==> config.mk <==
export PLATFORM = sky130hd
export DESIGN_NAME = bus_master_ctl
export DESIGN_NICKNAME = d
export VERILOG_FILES = /design/src/rtl/bmc_pkg.sv /design/src/rtl/bmc_rst_sync.sv /design/src/rtl/bmc_seq_fsm.sv /design/src/rtl/bmc_pc.sv /design/src/rtl/bmc_cmd_rom.sv /design/src/rtl/bus_master_ctl.sv
export SDC_FILE = /design/constraint.sdc
export NUM_CORES = 1
export LEC_CHECK = 0
export BUFFER_PORTS_ARGS = -buffer_cell sky130_fd_sc_hd__buf_2
export CAP_MARGIN = 25
export CORE_AREA = 2 2 39 41
export CTS_BUF_LIST = sky130_fd_sc_hd__clkbuf_4
export CTS_CLUSTER_SIZE = 30
export DETAILED_ROUTE_END_ITERATION = 8
export DIE_AREA = 0 0 41 43
export PLACE_DENSITY = 0.78
export REMOVE_ABC_BUFFERS = 1
export SYNTH_ARGS = -nofsm -noshare
export SYNTH_HDL_FRONTEND = slang
export SYNTH_SLANG_ARGS = --single-unit
==> constraint.sdc <==
create_clock -name clk -period 1.6 [get_ports clk]
set_input_delay 0.16 -clock clk [delete_from_list [all_inputs] [get_ports clk]]
set_output_delay 0.16 -clock clk [all_outputs]
set_load 0.01 [all_outputs]
==> src/rtl/bmc_pkg.sv <==
package bmc_pkg;
  typedef enum logic [3:0] {
    S_IDLE    = 4'b0010,
    S_CHECK   = 4'b0000,
    S_REQ     = 4'b0001,
    S_DRIVE   = 4'b0011,
    S_RELEASE = 4'b0111,
    S_COUNT   = 4'b0110,
    S_SETTLE  = 4'b0100,
    S_BRIDGE  = 4'b1100,
    S_ACK0    = 4'b1000,
    S_ACK1    = 4'b1001,
    S_ACK2    = 4'b1101,
    S_ACK3    = 4'b0101
  } seq_state_t;
endpackage

==> src/rtl/bmc_rst_sync.sv <==
module bmc_rst_sync #(
  parameter int STAGES = 2
) (
  input  logic clk,
  input  logic rst_n_in,
  output logic rst_n_out
);
  logic [STAGES-1:0] sync_q;

  always_ff @(posedge clk or negedge rst_n_in) begin
    if (!rst_n_in) sync_q <= '0;
    else           sync_q <= {sync_q[STAGES-2:0], 1'b1};
  end

  assign rst_n_out = sync_q[STAGES-1];
endmodule

==> src/rtl/bmc_seq_fsm.sv <==
module bmc_seq_fsm
  import bmc_pkg::*;
(
  input  logic       clk,
  input  logic       rst_n,
  input  logic       bus_gnt,
  input  logic       slave_ack,
  input  logic       irq,
  output logic       bus_req,
  output logic       bus_drv_en,
  output logic       irq_ack,
  output logic       pc_step,
  output logic [3:0] state_code
);
  seq_state_t state_q, state_d;

  // next-state decode
  always_comb begin
    state_d = state_q;
    unique case (state_q)
      S_IDLE:    state_d = S_CHECK;
      S_CHECK:   state_d = irq ? S_ACK0 : S_REQ;
      S_REQ:     state_d = bus_gnt ? S_DRIVE : S_REQ;
      S_DRIVE:   state_d = slave_ack ? S_RELEASE : S_DRIVE;
      S_RELEASE: state_d = slave_ack ? S_RELEASE : S_COUNT;
      S_COUNT:   state_d = S_SETTLE;
      S_SETTLE:  state_d = irq ? S_BRIDGE : S_CHECK;
      S_BRIDGE:  state_d = S_ACK0;
      S_ACK0:    state_d = S_ACK1;
      S_ACK1:    state_d = S_ACK2;
      S_ACK2:    state_d = S_ACK3;
      S_ACK3:    state_d = irq ? S_ACK3 : S_SETTLE;
      default:   state_d = S_IDLE;
    endcase
  end

  // state register
  always_ff @(posedge clk or negedge rst_n) begin
    if (!rst_n) state_q <= S_IDLE;
    else        state_q <= state_d;
  end

  // Moore output decode
  always_comb begin
    bus_req    = (state_q == S_REQ) || (state_q == S_DRIVE);
    bus_drv_en = (state_q == S_DRIVE);
    irq_ack    = (state_q == S_ACK0) || (state_q == S_ACK1) ||
                 (state_q == S_ACK2) || (state_q == S_ACK3);
    pc_step    = (state_q == S_COUNT);
  end

  assign state_code = state_q;


  one_bit_step_chk: assert property (@(posedge clk) disable iff (!rst_n)
    $countones(state_q ^ $past(state_q)) <= 1);


  grant_wait_chk: assert property (@(posedge clk) disable iff (!rst_n)
    (state_q == S_REQ && !bus_gnt) |=> (state_q == S_REQ));


  drive_needs_req_chk: assert property (@(posedge clk) disable iff (!rst_n)
    bus_drv_en |-> bus_req);


  step_pulse_chk: assert property (@(posedge clk) disable iff (!rst_n)
    pc_step |=> !pc_step);


  ack_excl_bus_chk: assert property (@(posedge clk) disable iff (!rst_n)
    irq_ack |-> !bus_req);


  bridge_exit_chk: assert property (@(posedge clk) disable iff (!rst_n)
    (state_q == S_BRIDGE) |=> irq_ack);
endmodule

==> src/rtl/bmc_pc.sv <==
module bmc_pc #(
  parameter int DEPTH = 5,
  parameter int PC_W  = 3
) (
  input  logic            clk,
  input  logic            rst_n,
  input  logic            step,
  output logic [PC_W-1:0] pc
);
  localparam logic [PC_W-1:0] LAST = PC_W'(DEPTH - 1);

  logic [PC_W-1:0] pc_q, pc_d;

  always_comb begin
    pc_d = pc_q;
    if (step) pc_d = (pc_q == LAST) ? '0 : pc_q + 1'b1;
  end

  always_ff @(posedge clk or negedge rst_n) begin
    if (!rst_n) pc_q <= '0;
    else if (step) pc_q <= pc_d;
  end

  assign pc = pc_q;


  pc_hold_chk: assert property (@(posedge clk) disable iff (!rst_n)
    !step |=> $stable(pc_q));


  pc_range_chk: assert property (@(posedge clk) disable iff (!rst_n)
    pc_q <= LAST);
endmodule

==> src/rtl/bmc_cmd_rom.sv <==
module bmc_cmd_rom #(
  parameter int DEPTH     = 5,
  parameter int PC_W      = 3,
  parameter int AW        = 8,
  parameter int CW        = 2,
  parameter int ADDR_BASE = 16,
  parameter int ADDR_STEP = 4
) (
  input  logic [PC_W-1:0] pc,
  output logic [AW-1:0]   addr,
  output logic [CW-1:0]   ctrl
);
  logic [AW-1:0] tbl_addr [DEPTH];
  logic [CW-1:0] tbl_ctrl [DEPTH];

  for (genvar g = 0; g < DEPTH; g++) begin : g_word
    assign tbl_addr[g] = AW'(ADDR_BASE + g * ADDR_STEP);
    assign tbl_ctrl[g] = CW'((g % 3) + 1);
  end

  always_comb begin
    addr = '0;
    ctrl = '0;
    for (int k = 0; k < DEPTH; k++) begin
      if (pc == PC_W'(k)) begin
        addr = tbl_addr[k];
        ctrl = tbl_ctrl[k];
      end
    end
  end
endmodule

==> src/rtl/bus_master_ctl.sv <==
module bus_master_ctl #(
  parameter int ROM_DEPTH = 5,
  parameter int ADDR_W    = 8,
  parameter int CTRL_W    = 2,
  parameter int ADDR_BASE = 16,
  parameter int ADDR_STEP = 4,
  parameter int PC_W      = (ROM_DEPTH > 1) ? $clog2(ROM_DEPTH) : 1
) (
  input  logic              clk,
  input  logic              rst_n,
  input  logic              bus_gnt,
  input  logic              slave_ack,
  input  logic              irq,
  output logic              bus_req,
  output logic              bus_drv_en,
  output logic              irq_ack,
  output logic              pc_step,
  output logic [ADDR_W-1:0] bus_addr,
  output logic [CTRL_W-1:0] bus_ctrl,
  output logic [PC_W-1:0]   pc_value,
  output logic [3:0]        state_code
);
  logic              rst_n_int;
  logic [ADDR_W-1:0] rom_addr;
  logic [CTRL_W-1:0] rom_ctrl;

  bmc_rst_sync #(.STAGES(2)) u_rst (
    .clk(clk), .rst_n_in(rst_n), .rst_n_out(rst_n_int)
  );

  bmc_seq_fsm u_fsm (
    .clk(clk), .rst_n(rst_n_int), .bus_gnt(bus_gnt), .slave_ack(slave_ack),
    .irq(irq), .bus_req(bus_req), .bus_drv_en(bus_drv_en),
    .irq_ack(irq_ack), .pc_step(pc_step), .state_code(state_code)
  );

  bmc_pc #(.DEPTH(ROM_DEPTH), .PC_W(PC_W)) u_pc (
    .clk(clk), .rst_n(rst_n_int), .step(pc_step), .pc(pc_value)
  );

  bmc_cmd_rom #(
    .DEPTH(ROM_DEPTH), .PC_W(PC_W), .AW(ADDR_W), .CW(CTRL_W),
    .ADDR_BASE(ADDR_BASE), .ADDR_STEP(ADDR_STEP)
  ) u_rom (
    .pc(pc_value), .addr(rom_addr), .ctrl(rom_ctrl)
  );

  // drive gate standing in for a three-state buffer
  assign bus_addr = bus_drv_en ? rom_addr : '0;
  assign bus_ctrl = bus_drv_en ? rom_ctrl : '0;


  idle_bus_quiet_chk: assert property (@(posedge clk) disable iff (!rst_n_int)
    !bus_req |-> (bus_addr == '0));
endmodule

# Word-level counts from Yosys, hierarchy flattened
# Index checks and enable logic that the tools add are counted.
[word_totals]
reg_bits = 9
input_bits = 5
output_inout_bits = 21
word_cells = 45
[op_classes]
add_sub_neg = 1
eq_ne = 15
mux = 20
reduce_logical = 6
[ops]
columns = ["op", "count"]
rows = [
  ["$pmux W4 S12", 1],
  ["$mux W5", 4],
  ["$eq A4 B3 Y1 const B", 4],
  ["$eq A4 B4 Y1 const B", 4],
  ["$mux W2", 6],
  ["$eq A4 B2 Y1 const B", 2],
  ["$mux W4", 2],
  ["$mux W8", 1],
  ["$eq A3 B2 Y1 const B", 2],
  ["$mux W3", 2],
  ["$mux W6", 1],
  ["$eq A4 B1 Y1 const B", 1],
  ["$logic_not A4 Y1", 1],
  ["$logic_or A1 B1 Y1", 4],
  ["$add A3 B1 Y3 const B", 1],
  ["$eq A3 B1 Y1 const B", 1],
  ["$eq A3 B3 Y1 const B", 1],
  ["$logic_not A3 Y1", 1],
  ["$mux W1", 3],
]

# Depth between registers and ports, before layout
[logic_depth]
word_depth = 7
ltp_mapped = 5
ltp_nobuf = 5

# Modules after synthesis
# From an unflattened synthesis, not the netlist that was laid out.
[unflattened]
hier_cells = 71
area_unflattened_um2 = 600.6
[modules_own_cells]
columns = ["module", "instances", "cells_per_inst", "area_per_inst_um2", "seq_area_each_um2"]
rows = [
  ["bmc_seq_fsm", 1, 28, 241.5, 101.3],
  ["bmc_pc", 1, 16, 161.4, 75.1],
  ["bmc_cmd_rom", 1, 14, 81.3, 0.0],
  ["bus_master_ctl", 1, 10, 62.6, 0.0],
  ["bmc_rst_sync", 1, 3, 53.8, 50.0],
]

# Worst setup path after synthesis
# OpenSTA, ideal clock, no wires.
[synth_path]
path_kind = "register -> output"
start = "register u_fsm.state_q[3], in the netlist u_fsm.state_code[3]"
end = "output port bus_addr[2]"
t_arrival_ns = 1.238
t_required_ns = 1.440
slack_ns = 0.202
path_stages_with_launch = 5
path_buffers = 1
path_cell_list = "dfrtp_1 > buf_4 > nor3b_4 > nand2_2 > nor3_1"
[synth_between]
elab_chain_len = 2
[synth_rtl]
columns = ["item", "line_no", "rtl"]
rows = [
  ["start, declared", "bmc_seq_fsm.sv:15", "seq_state_t state_q, state_d;"],
  ["start signal, assigned", "bmc_seq_fsm.sv:40", "else state_q <= state_d;"],
  ["$eq A4 B2 Y1", "bmc_seq_fsm.sv:46", "bus_drv_en = (state_q == S_DRIVE);"],
  ["$mux W8", "bus_master_ctl.sv:49", "assign bus_addr = bus_drv_en ? rom_addr : '0;"],
  ["end, declared", "bus_master_ctl.sv:18", "output logic [ADDR_W-1:0] bus_addr,"],
]
# Every way passes these cells.

# Final worst setup path
[layout_path]
start = "register u_pc.pc_q[1], in the netlist u_pc.pc[1]"
end = "output port bus_addr[4]"
[layout_between]
elab_chain_len = 7
elab_cells_between_ends = 11
cone_classes = "4 x eq/ne; 6 x mux; 1 x reduce/logical"
[layout_rtl]
columns = ["item", "line_no", "rtl"]
rows = [
  ["start, declared", "bmc_pc.sv:12", "logic [PC_W-1:0] pc_q, pc_d;"],
  ["start signal, assigned", "bmc_pc.sv:21", "else if (step) pc_q <= pc_d;"],
  ["$logic_not A3 Y1", "bmc_cmd_rom.sv:25", "if (pc == PC_W'(k)) begin"],
  ["$mux W5 (4 in a row)", "bmc_cmd_rom.sv:25", ""],
  ["$mux W6 *", "bmc_cmd_rom.sv:25", ""],
  ["$mux W8 *", "bus_master_ctl.sv:49", ""],
]
# Every way passes the cells marked *; elsewhere a longest branch is shown, timed or not.

==> metrics.log <==
[metrics] fraction of power spent switching nets: 43.4%
[metrics] Remaining Overflow, GRT: 0
[metrics] total number of vias: 583
[metrics] root buf cell: clkbuf_4
[metrics] Post-Syn Instances: 72
[metrics] count of yosys warnings during synthesis: 0
[metrics] Horiz. Die Dim: 41 um
[metrics] floorplan die area: 1760 um2
[metrics] DP HPWL: 850 um
[metrics] number of antenna-violating nets in the routed design: 0
[metrics] number of antenna violations at the first check in global routing: 0
[metrics] Clk Latency, worst-skew pair: 250 ps
[metrics] switching power: 0.000752 W
[metrics] count of H-tree levels built during CTS: 1
[metrics] Floorplan Core Area: 1380 um2
[metrics] Filler Cell Count: 119
[metrics] type of element launching the critical path: flip-flop
[metrics] average routed wire per standard cell: 11.4 um
[metrics] relative contribution of the clock network to total power: 10.6%
[metrics] Starting Density: 44.9%
[metrics] setup repair after global routing missed its margin: true
[metrics] share of layout cells above drive strength 1: 53.5%
[metrics] TritonCTS clock tree: done
[metrics] critical path class: reg2out
[metrics] clock tree buffer depth: 2
[metrics] overall fraction of global-route tracks in use: 15.4%
[metrics] final instance area: 862 um2
[metrics] outcome: finished with violations
[metrics] flip-flop and latch count after synthesis: 9
[metrics] count of endpoints failing setup in the final report: 1
[metrics] number of clock buffers inserted by TritonCTS: 3
[metrics] internal power: 0.000980 W
[metrics] quantity of I/O buffers inserted on ports: 21
[metrics] sequential cell fraction of total power: 29.4%
[metrics] post-synthesis cell area: 622 um2
[metrics] count of nets after finishing: 112
[metrics] vias in the first global route: 451
[metrics] worst setup path startpoint: u_pc.pc[1]
[metrics] number of placed I/O pins: 26
[metrics] wire length of the first global-routing pass: 1850 um
[metrics] path class of the lowest-slack min-delay path: reg2async
[metrics] standard-cell row count: 14
[metrics] relative area change from synthesis to final layout: 38.6%
[metrics] detailed-routing iteration count for the pre-antenna-repair pass: 4
[metrics] total power consumption of the routed design: 0.00173 W
[metrics] worst path arrival time: 1450 ps
[metrics] max_cap viols: 0
[metrics] number of sinks driven by the clock tree: 9
[metrics] biggest fanout along the worst timing path: 4
[metrics] crit end category: output port
[metrics] total negative setup slack: -5.46 ps
[metrics] endpoint required time on the critical path: 1440 ps
[metrics] most common cell after layout, fill and taps aside: buf_2
[metrics] power per unit of standard cell area: 2010 nW/um2
[metrics] Reg2Reg Depth: 4
[metrics] proportion of power drawn by combinational gates: 60.0%
[metrics] pin count of the biggest net entering global routing: 13
[metrics] sequential element share of the synthesized area: 36.4%
[metrics] final weighted congestion in routability-driven placement: 0.639
[metrics] vias per inst: 4.98
[metrics] number of remaining DRC errors: 0
[metrics] count of unique library cells instantiated by Yosys: 23
[metrics] Max Freq: 623 MHz
[metrics] mean instance size in the synthesized netlist: 8.64 um2
[metrics] height of the die: 43 um
[metrics] post-CTS clock slew at the launch and capture registers of the worst setup and hold paths: 60 ps
[metrics] Tcrit/Tclk final: 100%
[metrics] max-slew violation count: 0
[metrics] commonest cells after routing, fill and taps aside: 21 x buf_2, 8 x a21oi_1, 8 x buf_4
[metrics] post-placement cell area: 698 um2
[metrics] worst setup slack after layout: -5.46 ps
[metrics] Routed WL: 1330 um
[metrics] final period demand of the worst path: 1610 ps
[metrics] Clock Skews: 2.26 ps
[metrics] failing checks: setup timing
[metrics] Antenna diodes: 0
[metrics] maximum vdd ir drop: 1.15 mV
[metrics] number of violations reported at the end of detailed-routing iteration 0: 6
[metrics] reg-to-reg critical path startpoint: u_fsm.state_code[2]
[metrics] leakage power summed over all cells: 0.413 nW
[metrics] Final Hold Violating Endpoints: 0
-- per-stage QoR --
step                hold slack, ps  instances  worst slack, ps  util (%)
floorplan                     -136         67              240         -
global placement             -53.2        104              225      50.5
detailed placement           -53.4        104              190      50.5
CTS                            123        109            -24.2      54.8
global route                   132        117            -80.4      62.3
finish                         111        117            -5.46      62.3
-- power by group through the flow --
| stage | Combinational, W | Sequential, W | Clock, W |
|---|---|---|---|
| after floorplan | 0.000458 | 0.000514 | 0 |
| after global placement | 0.000701 | 0.000499 | 0 |
| after detailed placement | 0.000712 | 0.000510 | 0 |
| after CTS | 0.000752 | 0.000519 | 0.000190 |
| after global routing | 0.00116 | 0.000523 | 0.000200 |
| final | 0.00104 | 0.000509 | 0.000183 |
-- path summary, 6_finish.rpt --
| path | to | slack [ps] |
|---|---|---|
| min reg2reg | u_pc.pc[0] | 110 |
| max in group asynchronous | u_fsm.state_code[1] | 1210 |
| max | bus_addr[4] | -5 |
| min in group clk | u_fsm.state_code[1] | 160 |
| min | u_pc.pc[0] | 110 |
| max reg2reg | u_fsm.state_code[0] | 350 |
-- repair_timing --
item                                    in CTS  in global routing
endpoints found under the setup margin       5                  7
gates cloned                                 0                  0
endpoints found under the hold margin        2                  0
hold buffers                                 1                  0
resized for setup                            9                 14
pin swaps                                    3                  1
buffers inserted                             0                  8
-- final cells by class --
type | count | area [um2] | share of cell area, %
clock buffers | 4 | 30.0 | 3.48
flip-flops and latches | 9 | 233 | 27.0
repair buffers | 30 | 175 | 20.3
multi-input cells | 52 | 377 | 43.7
inverters | 6 | 27.5 | 3.19
well taps | 16 | 20.0 | 2.32
-- kinds of logic (layout without fill, tap and decap cells) --
logic type               count (synthesis)  after routing  synth area share [%]
AND/OR/NAND/NOR                         25             25                  23.3
AO/OA/AOI/OAI                           17             17                  15.7
buffers and inverters                   14             40                  13.3
flip-flops                               9              9                  36.4
adder cells (fa/ha/maj)                  5              5                  10.1
other                                    2              5                  1.21
-- flip-flops by register name, summed over array words and instances, names as in the netlist --
signal	cells
u_fsm.state_code	4
u_rst.sync_q	2
u_pc.pc	3
-- critical path, cell delays in order (launching register included) --
cell	delay, ps
dfrtp_2	430
inv_4	60
ha_4	170
nor3_2	170
o22ai_1	80
nor2b_2	150
buf_2	130
-- cell usage after synthesis (all sizes together) --
library cell,number,area [um2]
a21oi,8,40.0
a221oi,1,8.76
a311o,1,10.0
and4bb,1,12.5
buf,8,60.1
conb,2,7.51
dfrtp,8,200
dfstp,1,26.3
ha,5,62.6
inv,6,22.5
nand2,7,28.8
nand2b,3,18.8
nand3,2,10.0
nand3b,1,7.51
nor2,5,18.8
nor2b,1,6.26
nor3,3,15.0
nor3b,1,18.8
o211ai,1,7.51
o21ai,5,25.0
o22ai,1,6.26
or3b,1,8.76
-- metal layers --
metal	vias up	global-route usage, %	wire [um]
li1	290	-	-
met5	-	0	0
met2	17	26.3	679
met3	0	4.71	62
met1	276	17.5	588
met4	0	4.00	0
Power figures use the tool's default switching activity.
